[config.mk]
export PLATFORM = sky130hd
export DESIGN_NAME = irq_entry_seq
export DESIGN_NICKNAME = d
export VERILOG_FILES = /design/src/rtl/irq_seq_pkg.sv /design/src/rtl/seq_status_pack.sv /design/src/rtl/seq_stack_ptr.sv /design/src/rtl/seq_vector_sel.sv /design/src/rtl/irq_entry_seq.sv
export SDC_FILE = /design/constraint.sdc
export NUM_CORES = 1
export LEC_CHECK = 0
export ABC_AREA = 1
export BUFFER_PORTS_ARGS = -buffer_cell sky130_fd_sc_hd__buf_2
export CAP_MARGIN = 25
export CORE_MARGIN = 2
export CORE_UTILIZATION = 23
export CTS_BUF_LIST = sky130_fd_sc_hd__clkbuf_8
export CTS_CLUSTER_SIZE = 20
export DETAILED_ROUTE_END_ITERATION = 16
export GPL_TIMING_DRIVEN = 0
export PLACE_DENSITY = 0.54
export SYNTH_ARGS = -nofsm -noshare
export SYNTH_HDL_FRONTEND = slang
export SYNTH_SLANG_ARGS = --single-unit
[constraint.sdc]
create_clock -name clk -period 1.74 [get_ports clk]
set_clock_uncertainty 0.2 [all_clocks]
set_input_delay 0.261 -clock clk [delete_from_list [all_inputs] [get_ports clk]]
set_output_delay 0.261 -clock clk [all_outputs]
set_load 0.05 [all_outputs]
[src/rtl/irq_seq_pkg.sv]
package irq_seq_pkg;
  typedef enum logic [2:0] {
    ST_IDLE, ST_DUM1, ST_DUM2, ST_PSHH, ST_PSHL, ST_PSHP, ST_VECL, ST_VECH
  } step_t;
endpackage

[src/rtl/seq_status_pack.sv]
module seq_status_pack #(
  parameter int DW = 8
) (
  input  logic [DW-1:0] flags,
  input  logic          brk_bit,
  output logic [DW-1:0] packed_o
);
  // N,V at top, fixed one, break bit, then D,I,Z,C
  always_comb begin
    packed_o    = flags;
    packed_o[5] = 1'b1;
    packed_o[4] = brk_bit;
  end
endmodule

[src/rtl/seq_stack_ptr.sv]
module seq_stack_ptr #(
  parameter int W = 8
) (
  input  logic         clk,
  input  logic         rst_n,
  input  logic         load,
  input  logic [W-1:0] load_val,
  input  logic         dec,
  output logic [W-1:0] sp_q
);
  always_ff @(posedge clk or negedge rst_n) begin
    if (!rst_n)    sp_q <= '0;
    else if (load) sp_q <= load_val;
    else if (dec)  sp_q <= sp_q - 1'b1;
  end


  sp_wrap_dec_chk: assert property (@(posedge clk) disable iff (!rst_n)
    (dec && !load) |=> (sp_q == $past(sp_q) - 1'b1));
endmodule

[src/rtl/seq_vector_sel.sv]
module seq_vector_sel #(
  parameter int             AW      = 16,
  parameter logic [AW-1:0]  IRQ_VEC = 16'hFFFE,
  parameter logic [AW-1:0]  NMI_VEC = 16'hFFFA
) (
  input  logic          use_nmi,
  input  logic          hi_sel,
  output logic [AW-1:0] vec_addr
);
  localparam logic [AW-1:0] ONE = AW'(1);
  always_comb begin
    vec_addr = use_nmi ? NMI_VEC : IRQ_VEC;
    if (hi_sel) vec_addr = vec_addr + ONE;
  end
endmodule

[src/rtl/irq_entry_seq.sv]
module irq_entry_seq
  import irq_seq_pkg::*;
#(
  parameter int            AW         = 16,
  parameter int            DW         = 8,
  parameter logic [AW-DW-1:0] STACK_PAGE = 8'h01,
  parameter logic [AW-1:0] IRQ_VEC    = 16'hFFFE,
  parameter logic [AW-1:0] NMI_VEC    = 16'hFFFA
) (
  input  logic          clk,
  input  logic          rst_n,
  input  logic          start_irq,
  input  logic          start_nmi,
  input  logic          start_brk,
  input  logic [AW-1:0] pc_in,
  input  logic [DW-1:0] sp_in,
  input  logic [DW-1:0] flags_in,
  input  logic          nmi_pending,
  output logic          bus_req,
  output logic [AW-1:0] bus_addr,
  output logic          bus_we,
  output logic [DW-1:0] bus_wdata,
  input  logic [DW-1:0] bus_rdata,
  output logic          busy,
  output logic          done,
  output logic [AW-1:0] pc_out,
  output logic [DW-1:0] sp_out,
  output logic          idis_out,
  output logic          nmi_ack,
  output logic          nmi_defer
);
  localparam int IDIS_BIT = 2;
  localparam logic [AW-1:0] PC_ONE = AW'(1);

  step_t         state_q, state_d;
  logic [AW-1:0] pc_q;
  logic [DW-1:0] flags_q;
  logic          idis_q, use_nmi_q, brk_q, done_q;
  logic          accept, take_over, sp_dec;
  logic [DW-1:0] status_byte, sp_q;
  logic [AW-1:0] vec_addr;

  assign accept    = (state_q == ST_IDLE) && (start_irq || start_nmi || start_brk);
  assign take_over = (state_q == ST_PSHP) && brk_q && !use_nmi_q && nmi_pending;
  assign sp_dec    = (state_q == ST_PSHH) || (state_q == ST_PSHL) || (state_q == ST_PSHP);

  always_comb begin
    state_d = state_q;
    unique case (state_q)
      ST_IDLE: if (accept) state_d = ST_DUM1;
      ST_DUM1: state_d = brk_q ? ST_PSHH : ST_DUM2;
      ST_DUM2: state_d = ST_PSHH;
      ST_PSHH: state_d = ST_PSHL;
      ST_PSHL: state_d = ST_PSHP;
      ST_PSHP: state_d = ST_VECL;
      ST_VECL: state_d = ST_VECH;
      ST_VECH: state_d = ST_IDLE;
      default: state_d = ST_IDLE;
    endcase
  end

  always_ff @(posedge clk or negedge rst_n) begin
    if (!rst_n) begin
      state_q   <= ST_IDLE;
      pc_q      <= '0;
      flags_q   <= '0;
      idis_q    <= 1'b0;
      use_nmi_q <= 1'b0;
      brk_q     <= 1'b0;
      done_q    <= 1'b0;
    end else begin
      state_q <= state_d;
      done_q  <= (state_q == ST_VECH);
      if (accept) begin
        pc_q      <= pc_in;
        flags_q   <= flags_in;
        idis_q    <= flags_in[IDIS_BIT];
        use_nmi_q <= start_nmi;
        brk_q     <= !start_nmi && start_brk;
      end
      if (state_q == ST_DUM1 && brk_q) pc_q <= pc_q + PC_ONE;
      if (state_q == ST_PSHP) begin
        idis_q <= 1'b1;
        if (take_over) use_nmi_q <= 1'b1;
      end
      if (state_q == ST_VECL) pc_q[DW-1:0]    <= bus_rdata;
      if (state_q == ST_VECH) pc_q[AW-1:DW]   <= bus_rdata;
    end
  end

  seq_status_pack #(.DW(DW)) u_pack (
    .flags(flags_q), .brk_bit(brk_q), .packed_o(status_byte)
  );

  seq_stack_ptr #(.W(DW)) u_sp (
    .clk(clk), .rst_n(rst_n), .load(accept), .load_val(sp_in),
    .dec(sp_dec), .sp_q(sp_q)
  );

  seq_vector_sel #(.AW(AW), .IRQ_VEC(IRQ_VEC), .NMI_VEC(NMI_VEC)) u_vec (
    .use_nmi(use_nmi_q), .hi_sel(state_q == ST_VECH), .vec_addr(vec_addr)
  );

  always_comb begin
    bus_req   = (state_q != ST_IDLE);
    bus_we    = sp_dec;
    bus_addr  = pc_q;
    bus_wdata = '0;
    unique case (state_q)
      ST_PSHH: begin bus_addr = {STACK_PAGE, sp_q}; bus_wdata = pc_q[AW-1:DW]; end
      ST_PSHL: begin bus_addr = {STACK_PAGE, sp_q}; bus_wdata = pc_q[DW-1:0];  end
      ST_PSHP: begin bus_addr = {STACK_PAGE, sp_q}; bus_wdata = status_byte;   end
      ST_VECL, ST_VECH: bus_addr = vec_addr;
      default: ;
    endcase
  end

  assign busy      = (state_q != ST_IDLE);
  assign done      = done_q;
  assign pc_out    = pc_q;
  assign sp_out    = sp_q;
  assign idis_out  = idis_q;
  assign nmi_ack   = take_over;
  assign nmi_defer = (state_q == ST_VECL) && brk_q && !use_nmi_q;


  stack_page_chk: assert property (@(posedge clk) disable iff (!rst_n)
    bus_we |-> (bus_addr[AW-1:DW] == STACK_PAGE));

  idis_set_chk: assert property (@(posedge clk) disable iff (!rst_n)
    (state_q == ST_PSHP) |=> idis_out);

  ack_in_brk_push_chk: assert property (@(posedge clk) disable iff (!rst_n)
    nmi_ack |-> (bus_we && bus_wdata[4]));

  done_idle_chk: assert property (@(posedge clk) disable iff (!rst_n)
    done |-> !busy);

  busy_hold_chk: assert property (@(posedge clk) disable iff (!rst_n)
    (busy && state_q != ST_VECH) |=> busy);
endmodule

==> results of run 1 <==
==> flip-flops by register name, summed over array words and instances (netlist names) <==
register,cells
pc_out,16
u_sp.sp_q,8
flags_q,6
state_q,3
brk_q,1
done,1
idis_out,1
use_nmi_q,1
==> kinds of logic after synthesis <==
family / Yosys count / synth area share, %
adder cells (fa/ha/maj): 2 / 0.856
AO/OA/AOI/OAI: 49 / 12.5
buffers and inverters: 68 / 10.8
flip-flops: 37 / 31.7
AND/OR/NAND/NOR: 266 / 43.9
XOR/XNOR: 1 / 0.300
==> routing by layer <==
metal  global-route usage (%)  routed length (um)  share of wire (%)
met5                        0                   0                  0
met4                     8.24                 320                2.5
met3                     3.01                 689                5.4
met2                     31.0                6320                 50
met1                     24.3                5350                 42
==> final timing paths <==
kind                            depth (start not counted)  slack, ns        start      endpoint
max in group asynchronous                               3       0.84        rst_n    pc_out[10]
worst max-delay path                                    6      -0.46   state_q[2]   bus_addr[3]
worst min-delay path                                    3     -0.005  flags_in[2]      idis_out
min in group asynchronous                               2       0.07        rst_n  u_sp.sp_q[1]
worst max register to register                          9      -0.16   state_q[2]     pc_out[9]
worst min register to register                          2       0.30   flags_q[0]    flags_q[0]
==> cell type report <==
| class | count | share of cell area [%] |
|---|---|---|
| Multi-Input combinational cell | 320 | 41.3 |
| Inverter | 57 | 5.10 |
| Sequential cell | 37 | 18.4 |
| Clock inverter | 2 | 0.268 |
| Clock buffer | 6 | 1.61 |
| Timing Repair Buffer | 158 | 25.9 |
| Buffer | 11 | 3.29 |
| Tap cell | 172 | 4.20 |
==> tightest hold or removal path, cell delays in order <==
cell and delay (ns):
buf_2 0.09, nand2_1 0.06, nand3_1 0.06
==> what timing repair did <==
| action | CTS | global route |
|---|---|---|
| setup buffers | 40 | 9 |
| resized for setup | 99 | 59 |
| pin swaps | 12 | 9 |
| setup endpoints to repair | 43 | 61 |
| hold buffers | 11 | 0 |
| cloned | 6 | 1 |
| endpoints found under the hold margin | 47 | 0 |
==> stage by stage <==
stage | instance area [um^2] | std cells
floorplan | 3130 | 423
global placement | 3840 | 693
detailed placement | 3840 | 693
CTS | 4830 | 757
global route | 5130 | 763
finish | 5130 | 763
==> placed cells by master, fill, tap and decap left out, types with 5 or more instances in the layout <==
master / n
nand4_1: 12
o21ai_2: 7
o211ai_4: 5
clkbuf_8: 6
buf_8: 12
buf_4: 30
o21ai_0: 6
buf_12: 6
nand3_1: 38
dlygate4sd3_1: 11
buf_2: 70
nor2_1: 22
dfrtp_1: 25
buf_6: 35
o21a_1: 7
nand3_2: 12
dfrtp_2: 12
inv_4: 5
nand2_1: 141
nand2_2: 9
o211ai_1: 8
nand2_4: 7
nand2_8: 6
inv_1: 45
==> impl_metrics.ini, run 1 <==
[run_status]
status = finished, violations left
violations = negative hold slack, negative setup slack

[floorplan]
num_io_pins = 101
die_h_um = 117
die_w_um = 117
num_rows = 41
core_area_um2 = 12500
start_util_pct = 23.4
dieArea_um2 = 13600

[placed_design]
hpwl_um = 8680
port_buffers = 98
gp_congestion = 0.864
place_ws_ns = -0.320

[setup_path]
start_kind = flop
cp_cell_sequence = inv_8, nor2_8, nor2_8, buf_12, o211ai_4, buf_6
end_kind = primary output
arrival_ns = 1.74
cp_num_buf_inv = 3
crit_path_max_incr_delay_ns = 0.54
cp_max_fo = 8
cp_slowest_cell = dfrtp_2
worstPathRequired_ns = 1.28
crit_type = reg -> out
crit_family = flip-flops
path_common_cell = nor2_8

[detailed_routing]
firstDrtPassIters = 5
routedWlPerCell_um = 16.6
vias_per_cell = 4.69
drtIter0Drc = 254
ant_nets = 0
num_vias = 3578
routed_wl_um = 12700
post-route-drc-count = 0

[timing]
layout_setup_ws_ns = -0.462
rsz0062_at_grt = true
period_needed_ns = 2.20
setup-violations-final = 50
finalSetupTns_ns = -12.53
fin_crit_sh_pct = 127
tightestPinTransition_ns = 0.443
relSlewSlack_pct = 70.3
hold-worst-slack_ns = -0.00513
clock.fmax_ghz = 0.454
finalHoldViolCount = 1
slew_viol_final = 0

[synth]
synthDistinctLibCells = 37
synthesis.area_um2 = 2920
synth_ff_type = dfrtp_1
synthTopCellsByCount = nand2_1 (154), nand3_1 (51), inv_1 (47)
syn_inst = 423
ys_seq_elements = 37
synth-edff-count = 0
avgSynthCellArea_um2 = 6.91
yosysTopAreaCell = dfrtp_1
synth-seq-area-share_pct = 31.7
synth_area_leaders = dfrtp_1 (32%), nand2_1 (20%), nand3_1 (8.7%)
synth-async-reset-ratio_pct = 100
synth.most_common_cell = nand2_1
synth.top_cell.area_share_pct = 31.7
ys_warn_count = 0
synth_nets = 471

[min_path]
hold_class = in -> reg

[cells_and_area]
nFillCells = 1301
regArea_um2 = 941
syn_to_final_growth_pct = 75.4
diodes = 0
final_core_util_pct = 41.0
drive_gt1_share_pct = 44.7
multi_input_area_um2 = 2120
nNetsFinal = 638

[cts]
clk_pin_slew_ns = 0.10
cts_buffers = 5
clockBufferDepth = 2
cts_tree = built
clock_latency_ns = 0.32
root_buffer = clkbuf_8
cts.sinks = 37
htree_levels = 2

[grt]
grt_max_degree = 38
grt_pass1_vias = 3622
grt_pass1_wl_um = 19600
grt.total_usage_pct = 18.8
antenna_found_initial = 0
gr-total-overflow = 0

[job]
cap_violations = 0
Power of run 1 is not shown: default switching activity piles up to over one toggle a cycle in this logic, so the estimate is an artifact.
==> inputs of run 2 (changes only) <==
Settings changed: ABC_AREA 1 to default, HOLD_SLACK_MARGIN from default to 0.03, PLACE_DENSITY 0.54 to 0.55.
==> impl_metrics.ini, run 2 <==
[run_status]
status = finished, violations left
violations = negative setup slack

[synth]
ys_warn_count = 0
synth_compound_area_share_pct = 24.3
yosys.area_share.simple_pct = 24.0
synth_area_leaders = dfrtp_1 (35%), nand2_1 (6.5%), a21oi_1 (4.3%)
synthAdderAreaFrac_pct = 0.936
synthTopCellsByCount = nand2_1 (46), dfrtp_1 (37), a21oi_1 (23)
yosysTopAreaCell = dfrtp_1
ys_seq_elements = 37
syn_inst = 328
synth_top_family_by_area = compound AO/OA/AOI/OAI gates
avgSynthCellArea_um2 = 8.15
synthesis.area_um2 = 2670
synth-seq-area-share_pct = 34.6
synth-edff-count = 0
synth_nets = 376
synth_ff_type = dfrtp_1
synthXorXnorAreaFrac_pct = 4.59
synthDistinctLibCells = 55
synth.most_common_cell = nand2_1
synth.top_cell.area_share_pct = 34.6
synthMuxAreaShare_pct = 4.35
synth-async-reset-ratio_pct = 100

[min_path]
min_to = pc_out[13]
hp-start = pc_in[13]
hold_class = in -> reg
min_path_cells = 3

[cells_and_area]
diodes = 0
regArea_um2 = 948
syn_to_final_growth_pct = 122
drive_gt1_share_pct = 66.9
mostFrequentLayoutCell = buf_2
multi_input_area_um2 = 2490
fin_cells = 669
nNetsFinal = 573
nFillCells = 978
mostFrequentLayoutCells = buf_2 (69), buf_6 (50), buf_4 (33)
largest_register_ffs = 16
final_core_util_pct = 52.2

[setup_path]
crit_type = reg -> out
rr_endpoint = u_sp.sp_q[4]
start_kind = flop
critPathLaunch = state_q[2]
cp_max_fo = 6
reg2reg_slack_ns = -0.26
r2r_start = state_q[0]
worstPathRequired_ns = 1.28
rr_worst_depth = 8
arrival_ns = 1.70
end_kind = primary output

[detailed_routing]
wl_met2_um = 6620
routedWlPerCell_um = 20.2
wl_met1_um = 5600
post-route-drc-count = 0
drtIter0Drc = 230
route.met3.wl_um = 938
firstDrtPassIters = 4
num_vias = 3500
top_layer_used = met4
vias_per_cell = 5.23
routed_wl_um = 13500
ant_nets = 0

[cts]
clockBufferDepth = 2
clock_latency_ns = 0.31
root_buffer = clkbuf_8
clk_pin_slew_ns = 0.09
htree_levels = 2
cts.sinks = 37
cts_buffers = 5
cts_tree = built

[timing]
slew_viol_final = 0
relSlewSlack_pct = 37.6
setup-violations-final = 59
period_needed_ns = 2.17
fin_crit_sh_pct = 124
finalHoldViolCount = 0
layout_setup_ws_ns = -0.426
clock.fmax_ghz = 0.462
tightestPinTransition_ns = 0.936
rsz0062_at_grt = true

[floorplan]
core_area_um2 = 11400
dieArea_um2 = 12500
die_w_um = 112
die_h_um = 112
num_rows = 39
num_io_pins = 101
start_util_pct = 23.5

[grt]
grt_pass1_wl_um = 19200
gr-total-overflow = 0
grt.total_usage_pct = 19.5
grt_pass1_vias = 3437
antenna_found_initial = 0
grt_max_degree = 38

[placed_design]
hpwl_um = 8020
port_buffers = 98
gp_congestion = 0.894
dp_cells = 569

[job]
cap_violations = 0
-- run 2: changes by cell type after synthesis, moves of 9 or more --
cell / change
inv_1: -37
a22oi_1: +15
xnor2_1: +11
clkbuf_1: +12
mux2i_1: +9
nand3_1: -34
buf_2: +9
nand4_1: -9
nand2_1: -108
a21oi_1: +21
-- run 2: cell families after synthesis --
family,Yosys count
xor gates and xnor gates,14
adders and majority gates,2
and+or+nand+nor,126
buffers and inverters,41
muxes,11
DFF,37
AOI/OAI and AO/OA,97
-- run 2: layout make-up --
cell class                      count  share of cell area, %
Tap cell                          143                   3.01
Clock buffer                        7                   1.62
Inverter                           11                  0.906
Clock inverter                      1                 0.0843
Timing Repair Buffer              191                   28.9
Buffer                             29                   7.44
Sequential cell                    37                   16.0
Multi-Input combinational cell    250                   42.0
-- run 2: worst max-delay path, cell delays in order, from the launching register on --
cell       delay [ns]
dfrtp_1          0.38
buf_6            0.13
clkbuf_16        0.16
buf_8            0.13
and2_4           0.14
a211oi_4         0.25
a21oi_4          0.06
buf_6            0.16
-- run 2: worst max path at each step --
stage | to | slack [ns] | cells after the start
floorplan | bus_addr[2] | -0.15 | 4
global placement | bus_addr[2] | -0.42 | 5
detailed placement | bus_addr[2] | -0.46 | 5
CTS | bus_wdata[4] | -0.38 | 7
global route | bus_addr[7] | -0.48 | 7
finish | bus_addr[7] | -0.43 | 7
-- run 2: timing repair --
action / 4_1_cts / 5_1_grt
hold buffers: 27 / 0
cloned: 5 / 6
endpoints found under the hold margin: 62 / 0
pin swaps: 17 / 46
gates resized for setup: 172 / 98
setup endpoints to repair: 59 / 62
setup buffers: 25 / 34
-- run 2: stage by stage --
stage	TNS [ns]	cell area, um^2	setup WS (ns)	hold slack [ns]
global placement	-10.57	3820	-0.417	0.242
floorplan	-1.09	3150	-0.154	-0.235
detailed placement	-11.44	3820	-0.461	0.247
finish	-12.48	5940	-0.426	0.0135
CTS	-9.45	5160	-0.384	0.0302
global route	-16.20	5940	-0.476	0.0302
-- run 2: per-layer routing --
metal | GRT usage (%) | up-vias
li1 | - | 1592
met1 | 26.3 | 1718
met2 | 31.5 | 165
met3 | 3.10 | 25
met4 | 7.33 | 0
met5 | 0 | -
Power of run 2 is left out for the same reason.
